### src/rtl/rxw_pkg.sv
// Package: shared types and the header encoder for the receive frame writer.
// Assumes byte counts fit into 16 bits.
package rxw_pkg;

    typedef enum logic [2:0] {
        S_IDLE,
        S_RECV,
        S_DROP,
        S_HDR,
        S_COMMIT
    } rxw_state_e;

    localparam int HDR_VALID_BIT = 31;
    localparam int HDR_ERR_BIT   = 30;
    localparam int HDR_OOB_BIT   = 29;

    // Builds a header word: flags on top, even-coded size at the bottom.
    function automatic logic [31:0] rxw_make_hdr(input logic err,
                                                 input logic oob,
                                                 input logic [15:0] nbytes);
        logic [15:0] sz;
        logic [31:0] h;
        sz = nbytes[0] ? ((nbytes + 16'd1) | 16'd1) : nbytes;
        h = 32'd0;
        h[HDR_VALID_BIT] = 1'b1;
        h[HDR_ERR_BIT]   = err;
        h[HDR_OOB_BIT]   = oob;
        h[15:0]          = sz;
        return h;
    endfunction

endpackage

### src/rtl/rxw_packer.sv
// Module: packs accepted bytes little-endian into 32-bit words and emits one
// registered write per completed or final word. It counts the stored bytes
// and flags truncation beyond MAX_BYTES.
// Assumes MAX_BYTES is a multiple of 4, so that nothing is pending at the limit.
module rxw_packer #(
    parameter int ADDR_W    = 16,
    parameter int MAX_BYTES = 1536,
    parameter int CNT_W     = $clog2(MAX_BYTES + 1)
) (
    input  logic              clk,
    input  logic              rst_n,
    input  logic              start,
    input  logic [ADDR_W-1:0] start_addr,
    input  logic              take,
    input  logic [7:0]        data,
    input  logic              last,
    output logic              wr_en,
    output logic [ADDR_W-1:0] wr_addr,
    output logic [31:0]       wr_data,
    output logic [CNT_W-1:0]  cnt,
    output logic              trunc
);
    localparam logic [CNT_W-1:0] CNT_MAX = CNT_W'(MAX_BYTES);

    logic [31:0]       word_q;
    logic [ADDR_W-1:0] addr_q;
    logic [CNT_W-1:0]  cnt_q;
    logic              trunc_q;

    logic [31:0]       word_b;
    logic [ADDR_W-1:0] addr_b;
    logic [CNT_W-1:0]  cnt_b;
    logic [1:0]        lane;
    logic [31:0]       word_n;

    // Selects the frame-start values or the running values.
    always_comb begin
        word_b = start ? 32'd0 : word_q;
        addr_b = start ? start_addr : addr_q;
        cnt_b  = start ? '0 : cnt_q;
        lane   = cnt_b[1:0];
        word_n = word_b | ({24'd0, data} << {lane, 3'b000});
    end

    // Accumulates bytes, flushes full or final words, and tracks truncation.
    always_ff @(posedge clk) begin
        if (!rst_n) begin
            word_q  <= '0;
            addr_q  <= '0;
            cnt_q   <= '0;
            trunc_q <= 1'b0;
            wr_en   <= 1'b0;
            wr_addr <= '0;
            wr_data <= '0;
        end else begin
            wr_en <= 1'b0;
            if (start) begin
                word_q  <= '0;
                addr_q  <= start_addr;
                cnt_q   <= '0;
                trunc_q <= 1'b0;
            end
            if (take) begin
                if (cnt_b < CNT_MAX) begin
                    cnt_q <= cnt_b + 1'b1;
                    if (lane == 2'd3 || last) begin
                        wr_en   <= 1'b1;
                        wr_addr <= addr_b;
                        wr_data <= word_n;
                        addr_q  <= addr_b + ADDR_W'(4);
                        word_q  <= '0;
                    end else begin
                        word_q <= word_n;
                    end
                end else begin
                    trunc_q <= 1'b1;
                end
            end
        end
    end

    assign cnt   = cnt_q;
    assign trunc = trunc_q;

    AST_CNT_LIMIT: assert property (@(posedge clk) disable iff (!rst_n)
        cnt_q <= CNT_MAX);

endmodule

### src/rtl/rxw_space.sv
// Module: keeps the free-slot pointer, the remaining word budget, the full
// flag and the receive interrupt latch.
// Assumes that no load arrives while a frame is being stored.
module rxw_space #(
    parameter int ADDR_W    = 16,
    parameter int BUDGET_W  = 16,
    parameter int MAX_WORDS = 385
) (
    input  logic                clk,
    input  logic                rst_n,
    input  logic                load,
    input  logic [ADDR_W-1:0]   load_base,
    input  logic [BUDGET_W-1:0] load_budget,
    input  logic                idle_en,
    input  logic                advance,
    input  logic [BUDGET_W-1:0] words,
    input  logic                irq_clr,
    output logic [ADDR_W-1:0]   ptr,
    output logic [BUDGET_W-1:0] budget,
    output logic                full,
    output logic                irq
);
    localparam logic [BUDGET_W-1:0] WORDS_MAX = BUDGET_W'(MAX_WORDS);

    logic [ADDR_W-1:0]   ptr_q;
    logic [BUDGET_W-1:0] bud_q;
    logic                full_q;
    logic                irq_q;

    // Updates pointer and budget on load or frame commit, and sets full.
    always_ff @(posedge clk) begin
        if (!rst_n) begin
            ptr_q  <= '0;
            bud_q  <= '0;
            full_q <= 1'b0;
        end else if (load) begin
            ptr_q  <= {load_base[ADDR_W-1:2], 2'b00};
            bud_q  <= load_budget;
            full_q <= 1'b0;
        end else begin
            if (advance) begin
                ptr_q <= ptr_q + ADDR_W'({words, 2'b00});
                bud_q <= bud_q - words;
            end
            if (idle_en && bud_q < WORDS_MAX)
                full_q <= 1'b1;
        end
    end

    // Latches the receive interrupt; a commit wins over a clear.
    always_ff @(posedge clk) begin
        if (!rst_n)
            irq_q <= 1'b0;
        else
            irq_q <= (irq_q & ~irq_clr) | advance;
    end

    assign ptr    = ptr_q;
    assign budget = bud_q;
    assign full   = full_q;
    assign irq    = irq_q;

    AST_BUDGET_NO_UNDERFLOW: assert property (@(posedge clk) disable iff (!rst_n)
        (advance && !load) |-> (bud_q >= words));
    AST_FULL_STICKY: assert property (@(posedge clk) disable iff (!rst_n)
        (full_q && !load) |=> full_q);
    AST_IRQ_ON_COMMIT: assert property (@(posedge clk) disable iff (!rst_n)
        $rose(irq_q) |-> $past(advance));

endmodule

### src/rtl/rx_frame_writer.sv
// Module: top level of the receive frame writer. Sequences each frame:
// reserve the header slot, pack the payload after it, write the header, and
// then commit pointer, budget and interrupt.
// Assumes in_valid stays low for at least two cycles after in_last.
module rx_frame_writer
    import rxw_pkg::*;
#(
    parameter int ADDR_W    = 16,
    parameter int BUDGET_W  = 16,
    parameter int MAX_BYTES = 1536
) (
    input  logic                clk,
    input  logic                rst_n,
    input  logic                rx_en,
    input  logic                ctl_load,
    input  logic [ADDR_W-1:0]   ctl_base,
    input  logic [BUDGET_W-1:0] ctl_budget,
    input  logic                irq_clr,
    input  logic                in_valid,
    input  logic [7:0]          in_data,
    input  logic                in_last,
    input  logic                in_error,
    input  logic                in_oob,
    output logic                mem_we,
    output logic [ADDR_W-1:0]   mem_addr,
    output logic [31:0]         mem_wdata,
    output logic [ADDR_W-1:0]   st_wr_addr,
    output logic                st_full,
    output logic                st_ready,
    output logic                irq_rx
);
    localparam int CNT_W     = $clog2(MAX_BYTES + 1);
    localparam int MAX_WORDS = MAX_BYTES / 4 + 1;
    localparam logic [BUDGET_W-1:0] WORDS_MAX = BUDGET_W'(MAX_WORDS);

    rxw_state_e state_q, state_n;

    logic                err_q, oob_q;
    logic                hd_we;
    logic [ADDR_W-1:0]   hd_addr;
    logic [31:0]         hd_data;

    logic [ADDR_W-1:0]   ptr;
    logic [BUDGET_W-1:0] budget;
    logic                full;

    logic                accept, pk_start, pk_take;
    logic                pk_we, pk_trunc;
    logic [ADDR_W-1:0]   pk_addr;
    logic [31:0]         pk_data;
    logic [CNT_W-1:0]    pk_cnt;
    logic [BUDGET_W-1:0] slot_words;

    // Decides acceptance at frame start and the next sequencing state.
    always_comb begin
        accept   = rx_en && !full && (budget >= WORDS_MAX);
        pk_start = (state_q == S_IDLE) && in_valid && accept;
        pk_take  = pk_start || ((state_q == S_RECV) && in_valid);
        state_n  = state_q;
        case (state_q)
            S_IDLE:
                if (in_valid) begin
                    if (accept)
                        state_n = in_last ? S_HDR : S_RECV;
                    else if (!in_last)
                        state_n = S_DROP;
                end
            S_RECV:   if (in_valid && in_last) state_n = S_HDR;
            S_DROP:   if (in_valid && in_last) state_n = S_IDLE;
            S_HDR:    state_n = S_COMMIT;
            S_COMMIT: state_n = S_IDLE;
            default:  state_n = S_IDLE;
        endcase
    end

    // Slot size in words: header plus the rounded-up payload.
    always_comb begin
        slot_words = BUDGET_W'(1) + BUDGET_W'((pk_cnt + CNT_W'(3)) >> 2);
    end

    // Advances the state and gathers the per-frame flags.
    always_ff @(posedge clk) begin
        if (!rst_n) begin
            state_q <= S_IDLE;
            err_q   <= 1'b0;
            oob_q   <= 1'b0;
        end else begin
            state_q <= state_n;
            if (pk_start) begin
                err_q <= in_error;
                oob_q <= in_oob;
            end else if (pk_take) begin
                err_q <= err_q | in_error;
                oob_q <= oob_q | in_oob;
            end
        end
    end

    // Presents the header write one cycle after the last payload byte.
    always_ff @(posedge clk) begin
        if (!rst_n) begin
            hd_we   <= 1'b0;
            hd_addr <= '0;
            hd_data <= '0;
        end else begin
            hd_we <= (state_q == S_HDR);
            if (state_q == S_HDR) begin
                hd_addr <= ptr;
                hd_data <= rxw_make_hdr(err_q | pk_trunc, oob_q, 16'(pk_cnt));
            end
        end
    end

    rxw_packer #(
        .ADDR_W    (ADDR_W),
        .MAX_BYTES (MAX_BYTES),
        .CNT_W     (CNT_W)
    ) u_packer (
        .clk        (clk),
        .rst_n      (rst_n),
        .start      (pk_start),
        .start_addr (ptr + ADDR_W'(4)),
        .take       (pk_take),
        .data       (in_data),
        .last       (in_last),
        .wr_en      (pk_we),
        .wr_addr    (pk_addr),
        .wr_data    (pk_data),
        .cnt        (pk_cnt),
        .trunc      (pk_trunc)
    );

    rxw_space #(
        .ADDR_W    (ADDR_W),
        .BUDGET_W  (BUDGET_W),
        .MAX_WORDS (MAX_WORDS)
    ) u_space (
        .clk         (clk),
        .rst_n       (rst_n),
        .load        (ctl_load),
        .load_base   (ctl_base),
        .load_budget (ctl_budget),
        .idle_en     ((state_q == S_IDLE) && rx_en),
        .advance     (state_q == S_COMMIT),
        .words       (slot_words),
        .irq_clr     (irq_clr),
        .ptr         (ptr),
        .budget      (budget),
        .full        (full),
        .irq         (irq_rx)
    );

    assign mem_we     = pk_we | hd_we;
    assign mem_addr   = hd_we ? hd_addr : pk_addr;
    assign mem_wdata  = hd_we ? hd_data : pk_data;
    assign st_wr_addr = ptr;
    assign st_full    = full;
    assign st_ready   = rx_en & ~full;

    AST_FRAME_GAP: assert property (@(posedge clk) disable iff (!rst_n)
        (state_q == S_HDR || state_q == S_COMMIT) |-> !in_valid);
    AST_DROP_SILENT: assert property (@(posedge clk) disable iff (!rst_n)
        (state_q == S_DROP) |-> !mem_we);
    AST_ONE_WRITER: assert property (@(posedge clk) disable iff (!rst_n)
        !(pk_we && hd_we));
    AST_PTR_AFTER_HDR: assert property (@(posedge clk) disable iff (!rst_n)
        (!ctl_load && $past(!ctl_load) && ptr != $past(ptr)) |-> $past(hd_we));

endmodule

### config.mk
export PLATFORM = sky130hd
export DESIGN_NAME = rx_frame_writer
export DESIGN_NICKNAME = d
export VERILOG_FILES = /design/src/rtl/rxw_pkg.sv /design/src/rtl/rxw_packer.sv /design/src/rtl/rxw_space.sv /design/src/rtl/rx_frame_writer.sv
export SDC_FILE = /design/constraint.sdc
export NUM_CORES = 1
export LEC_CHECK = 0
export CAP_MARGIN = 15
export CORE_MARGIN = 1
export CORE_UTILIZATION = 45
export DETAILED_ROUTE_END_ITERATION = 12
export DONT_BUFFER_PORTS = 1
export GPL_TIMING_DRIVEN = 0
export PLACE_DENSITY = 0.68
export SKIP_LAST_GASP = 1
export SLEW_MARGIN = 0
export SYNTH_ARGS = -nofsm -noshare
export SYNTH_HDL_FRONTEND = slang
export SYNTH_SLANG_ARGS = --single-unit
### constraint.sdc
create_clock -name clk -period 3.45 [get_ports clk]
set_input_delay 0.69 -clock clk [delete_from_list [all_inputs] [get_ports clk]]
set_output_delay 0.69 -clock clk [all_outputs]
set_load 0.005 [all_outputs]
* After elaboration in Yosys (flattened, before gate mapping)
Cells that the tools add are included.
Cells by class: add/subtract/negate cells 8, $lt $le $gt $ge 3, equality and inequality tests 9, shifts and indexed selects 1, muxes and demuxes 33, bitwise logic cells 11, reduce and logical (&&, ||, !) cells 18
Operator list (number):
- $mux 32 | 5
- $mux 16 | 9
- $mux 11 | 3
- $add 16x3->16 const B | 2
- $or 32x32->32 | 1
- $shl 8x5->32 | 1
- $add 16x13->16 | 1
- $ge 16x9->1 const B | 1
- $lt 16x9->1 const B | 1
- $sub 16x11->16 | 1
- $mux 3 | 5
- $add 11x1->12 const B | 1
- $add 11x2->12 const B | 1
- $mux 12 | 1
- $pmux 3 s4 | 1
- $add 1x10->11 const A | 1
- $add 11x1->11 const B | 1
- $lt 11x11->1 const B | 1
- $logic_and 1x1->1 | 8
- $mux 1 | 8
- $eq 3x2->1 const B | 2
- $reduce_and 3->1 | 2
- $or 1x1->1 | 5
- $ne 2x2->1 const B | 2
- 14 further kinds | 19
Storage, ports and cells: register bits 184, input bits 49, output and inout bits 68, logic and storage cells 101

* Depth between registers and ports, before layout
word-level depth 10, gate-level depth with buffers 19, gate-level depth less buffers 18

* By module
A second synthesis with hierarchy kept.
Unflattened totals: cell total of the unflattened synthesis 1281, area, all modules 10332.4 sq um
By module, submodules not included:
- rxw_packer | instances 1, cells each 558, area an instance 4769.6 sq um, seq. area each 2182.1 sq um
- rxw_space | instances 1, cells each 367, area an instance 2822.7 sq um, seq. area each 640.6 sq um
- rx_frame_writer | instances 1, cells each 356, area an instance 2740.1 sq um, seq. area each 740.7 sq um

* Least setup slack after synthesis
No wires, ideal clock.
path kind register to register, start register u_packer.cnt_q[0], in the netlist u_packer.cnt[0], end register u_space.bud_q[11], in the netlist u_space.budget[11], setup time 0.074 ns, arrival 3.466 ns, data required time 3.376 ns, setup slack -0.090 ns, cell stages (with the launch flop) 18, path buffers 1, period minus slack after synthesis 3.540 ns, cells stage by stage dfxtp_1 clkbuf_1 inv_1 ha_1 nand4b_1 xnor2_1 nand3_1 o21ai_0 nand4b_1 or3_1 xor2_1 inv_1 ha_1 and2_1 a22oi_1 nand3_1 a21o_2 a31oi_1
On the way: longest elaborated chain between the ends 5
Ends and longest elaborated chain:
- start, declared | line rxw_packer.sv:27 | logic [CNT_W-1:0] cnt_q;
- start signal, assigned | line rxw_packer.sv:65 | cnt_q <= cnt_b + 1'b1;
- $add 11x2->12 | line rx_frame_writer.sv:78 | slot_words = BUDGET_W'(1) + BUDGET_W'((pk_cnt + CNT_W'(3)) >> 2);
- $add 1x10->11 | line rx_frame_writer.sv:78
- $sub 16x11->16 | line rxw_space.sv:43 | bud_q <= bud_q - words;
- $mux 16 | line rxw_space.sv:41 | if (advance) begin
- $mux 16 | line rxw_space.sv:36 | end else if (load) begin
- end signal, assigned | line rxw_space.sv:38 | bud_q <= load_budget;
- end signal, assigned | line rxw_space.sv:43
- end, declared | line rxw_space.sv:26 | logic [BUDGET_W-1:0] bud_q;
No other way between the ends. The select of a mux whose other input is x is not followed. A chain may end at the register's enable or synchronous reset.

* Final worst setup path
start register u_packer.cnt_q[2], in the netlist u_packer.cnt[2], end register u_space.bud_q[11], in the netlist u_space.budget[11]
The elaborated chain is that of the path after synthesis.

==> metrics.cfg <==
[power_and_ir_drop]
cell_internal_pwr_mw=3.40
power.density_nw_per_um2=444
net-switching-power_mw=1.55
power_frac_seq_pct=44.1
combinationalPowerShare_pct=15.6
clock_power_share_pct=40.2
power.leakage_nw=4.19
post_route_total_power_mw=4.95
swShare_pct=31.3
worst_ir_drop_vdd_uv=396

[detailed_routing]
drt.antenna.violating_nets=0
postRouteWirelength_um=29800
avgViaCountPerCell=5.98
number_of_drc_violations_after_detailed_routing=0
detail_route.iter0.violations=811
drt-pass1-iter-count=5
total_number_of_vias=8987
wl_per_cell_um=19.9

[logic_synthesis]
synth_area_per_cell_um2=8.07
synth_cell_type_count=74
synthFlopType=dfxtp_1
synthesis.yosys.warnings=0
post_synthesis_sequential_area_ratio_pct=37.0
synth-edff-count=0
yosys-top-cells-area=dfxtp_1 (37%), nor2_1 (5.9%), nand2_1 (5.0%)
synth.largest_area_cell=dfxtp_1
post_synth_instance_area_um2=9530
ys_seq_elements=176
postSynth.asyncResetShare_pct=0
netlist_instances=1181
yosysTopAreaCellShare_pct=37.0

[clock_network]
numClockSinks=176
ctsHoldBuffers=0
clock_path_buffers=2
root_buffer=clkbuf_16
tritoncts=done
max_h_tree_level=4
path_clk_slew_ns=0.08
tritoncts.num_buffers=17
clk_latency_ns=0.45

[cells_and_area]
layout.nets=1299
fillers=1940
drive_gt1_share_pct=16.6
util_after_layout_pct=54.4
antennaDiodeCount=0
number_of_standard_cells_in_the_layout_taps_in_and_fillers_out=1502
area_delta_synth_final_pct=16.9

[floorplanning]
floorplan.initialDensity_pct=46.5
row_count=52
fp.dieW_um=148
die-height_um=148
ios=117
floorplan.die_area_um2=21800
placeableCoreArea_um2=20500

[placed_design]
port_buffers=0
post-dp-hpwl_um=21200
gp_routability_congestion=0.912
dpl.cell_count=1453

[job]
cap_violations=0

[grt]
first_global_vias=8352
grt_use_met2_pct=44.4
grt_pass1_wl_um=45800
grt_start_max_net_pins=20
met3_global_route_usage_pct=6.17
grt_busiest_layer=met2
combined_global_route_utilization_of_all_metal_layers_pct=27.4
grtUsageMet1_pct=35.4
grt_antenna_before_repair=1
grt_overflow_total=0

[timing]
fin_hold_ws_ns=0.373
finalWorstPathRequiredPeriod_ns=3.44
share_of_the_clock_period_used_by_the_worst_path_pct=99.8
fmax_mhz=290
slew_viol_final=0
finalSetupViolations=0
worst-slew-pin-transition_ns=0.946
fin_tns_setup_ns=0
unrepaired_setup_endpoints_after_global_routing=yes
timing.final.hold_violations=0
finClkSkew_ns=0.0138
max_slew_margin_pct=36.6

[worst_setup_path]
crit_path_max_fanout=10
cp_data_arrival_time_ns=3.82
crit_path_start_kind=register
worst_setup_path_end_kind=register
timing.setup.critical_path_class=register to register
required_time_of_the_critical_path_ns=3.83

[hold_path]
timing.hold.worst.class=input port to register

[status]
status=finished clean

-- power by group through the flow --
stage | Clock [mW] | Combinational [mW] | Sequential [mW]
CTS | 1.99 | 0.728 | 2.18
finish | 1.99 | 0.774 | 2.18
detailed placement | 0 | 0.659 | 2.22
floorplan | 0 | 0.495 | 2.20
global placement | 0 | 0.651 | 2.22
global route | 2.10 | 0.844 | 2.19
-- per-stage QoR --
stage	area, µm²	setup WS [ns]
3_5_place_dp	9880	-0.911
6_report	11100	0.00580
3_3_place_gp	9880	-0.918
5_1_grt	11100	-0.163
4_1_cts	10900	-0.0283
2_1_floorplan	9540	0.0417
-- critical path, cell delays in order, from the launching register on --
cell,delay (ns)
dfxtp_1,0.35
clkbuf_4,0.21
o21ai_0,0.12
xnor2_1,0.25
ha_2,0.27
nand4b_1,0.20
or3_4,0.45
xor2_4,0.23
inv_2,0.07
ha_4,0.27
and2_4,0.15
a22oi_2,0.26
nand3_2,0.15
a21o_2,0.23
a31oi_1,0.15
-- kinds of logic after synthesis --
family,synth area share (%)
and+or+nand+nor,22.0
adders and majority gates,4.23
other,0.0788
buffers and inverters,5.38
AOI/OAI and AO/OA,20.3
xor gates and xnor gates,5.42
muxes,5.71
DFF,37.0
-- timing repair --
item,CTS,global route
pin swaps,14,19
resized for setup,74,47
setup endpoints to repair,109,54
cloned,0,0
endpoints found under the hold margin,0,0
setup buffers,15,8
-- cells in the mapped netlist, types with 13 or more instances --
cell / instances
nor2_1: 150
a22oi_1: 28
nand3_1: 30
clkbuf_1: 61
and3_1: 13
mux2_2: 32
inv_1: 33
dfxtp_1: 176
nor3_1: 31
ha_1: 29
nor2b_1: 25
a21oi_1: 93
xor2_1: 23
a31oi_1: 19
nand2_1: 126
xnor2_1: 36
a211oi_1: 19
a221oi_1: 16
o21ai_0: 55
-- placed cells by master, fill, tap and decap left out, types with 21 or more instances in the layout --
| cell type | count |
|---|---|
| ha_1 | 21 |
| nor2b_1 | 25 |
| buf_4 | 29 |
| dfxtp_1 | 173 |
| nand3_1 | 28 |
| a22oi_1 | 27 |
| inv_1 | 30 |
| a21oi_1 | 88 |
| clkbuf_1 | 46 |
| mux2_2 | 32 |
| nand2_1 | 125 |
| nor2_1 | 148 |
| nor3_1 | 26 |
| o21ai_0 | 50 |
| xnor2_1 | 34 |
-- path summary, 6_finish.rpt --
path,from,to,slack (ns),cells after the start
max,u_packer.cnt[2]$_SDFF_PN0_,u_space.budget[11]$_SDFFE_PN0P_,0.006,14
min,ctl_base[5],u_space.ptr[5]$_SDFFE_PN0P_,0.37,1
max reg2reg,u_packer.cnt[2]$_SDFF_PN0_,u_space.budget[11]$_SDFFE_PN0P_,0.006,14
min reg2reg,hd_addr[11]$_SDFFE_PN0P_,hd_addr[11]$_SDFFE_PN0P_,0.45,2
-- routing by layer --
layer,wire [µm],vias to the layer above
li1,-,4257
met1,12900,4334
met2,13900,344
met3,2180,50
met4,773,2
met5,14,-
-- sequential cells by signal (all words and copies together) (netlist names) --
signal / flops
u_packer.word_q: 32
u_packer.wr_data: 32
u_packer.addr_q: 16
u_packer.wr_addr: 16
u_space.budget: 16
hd_data: 15
hd_addr: 14
u_space.ptr: 14
u_packer.cnt: 11
state_q: 3
err_q: 1
hd_we: 1
oob_q: 1
u_packer.trunc: 1
u_packer.wr_en: 1
u_space.full: 1
u_space.irq: 1
-- final cells by class --
| type | instances | area, µm² | share of cell area (%) |
|---|---|---|---|
| buffer | 83 | 392 | 3.52 |
| clock buffer | 18 | 439 | 3.94 |
| clock inverter | 14 | 160 | 1.44 |
| inverter | 34 | 130 | 1.17 |
| multi-input combinational | 883 | 5960 | 53.5 |
| sequential | 176 | 3530 | 31.7 |
| tap | 270 | 338 | 3.03 |
| timing repair buffer | 24 | 188 | 1.68 |
Power figures use the tool's default switching activity.
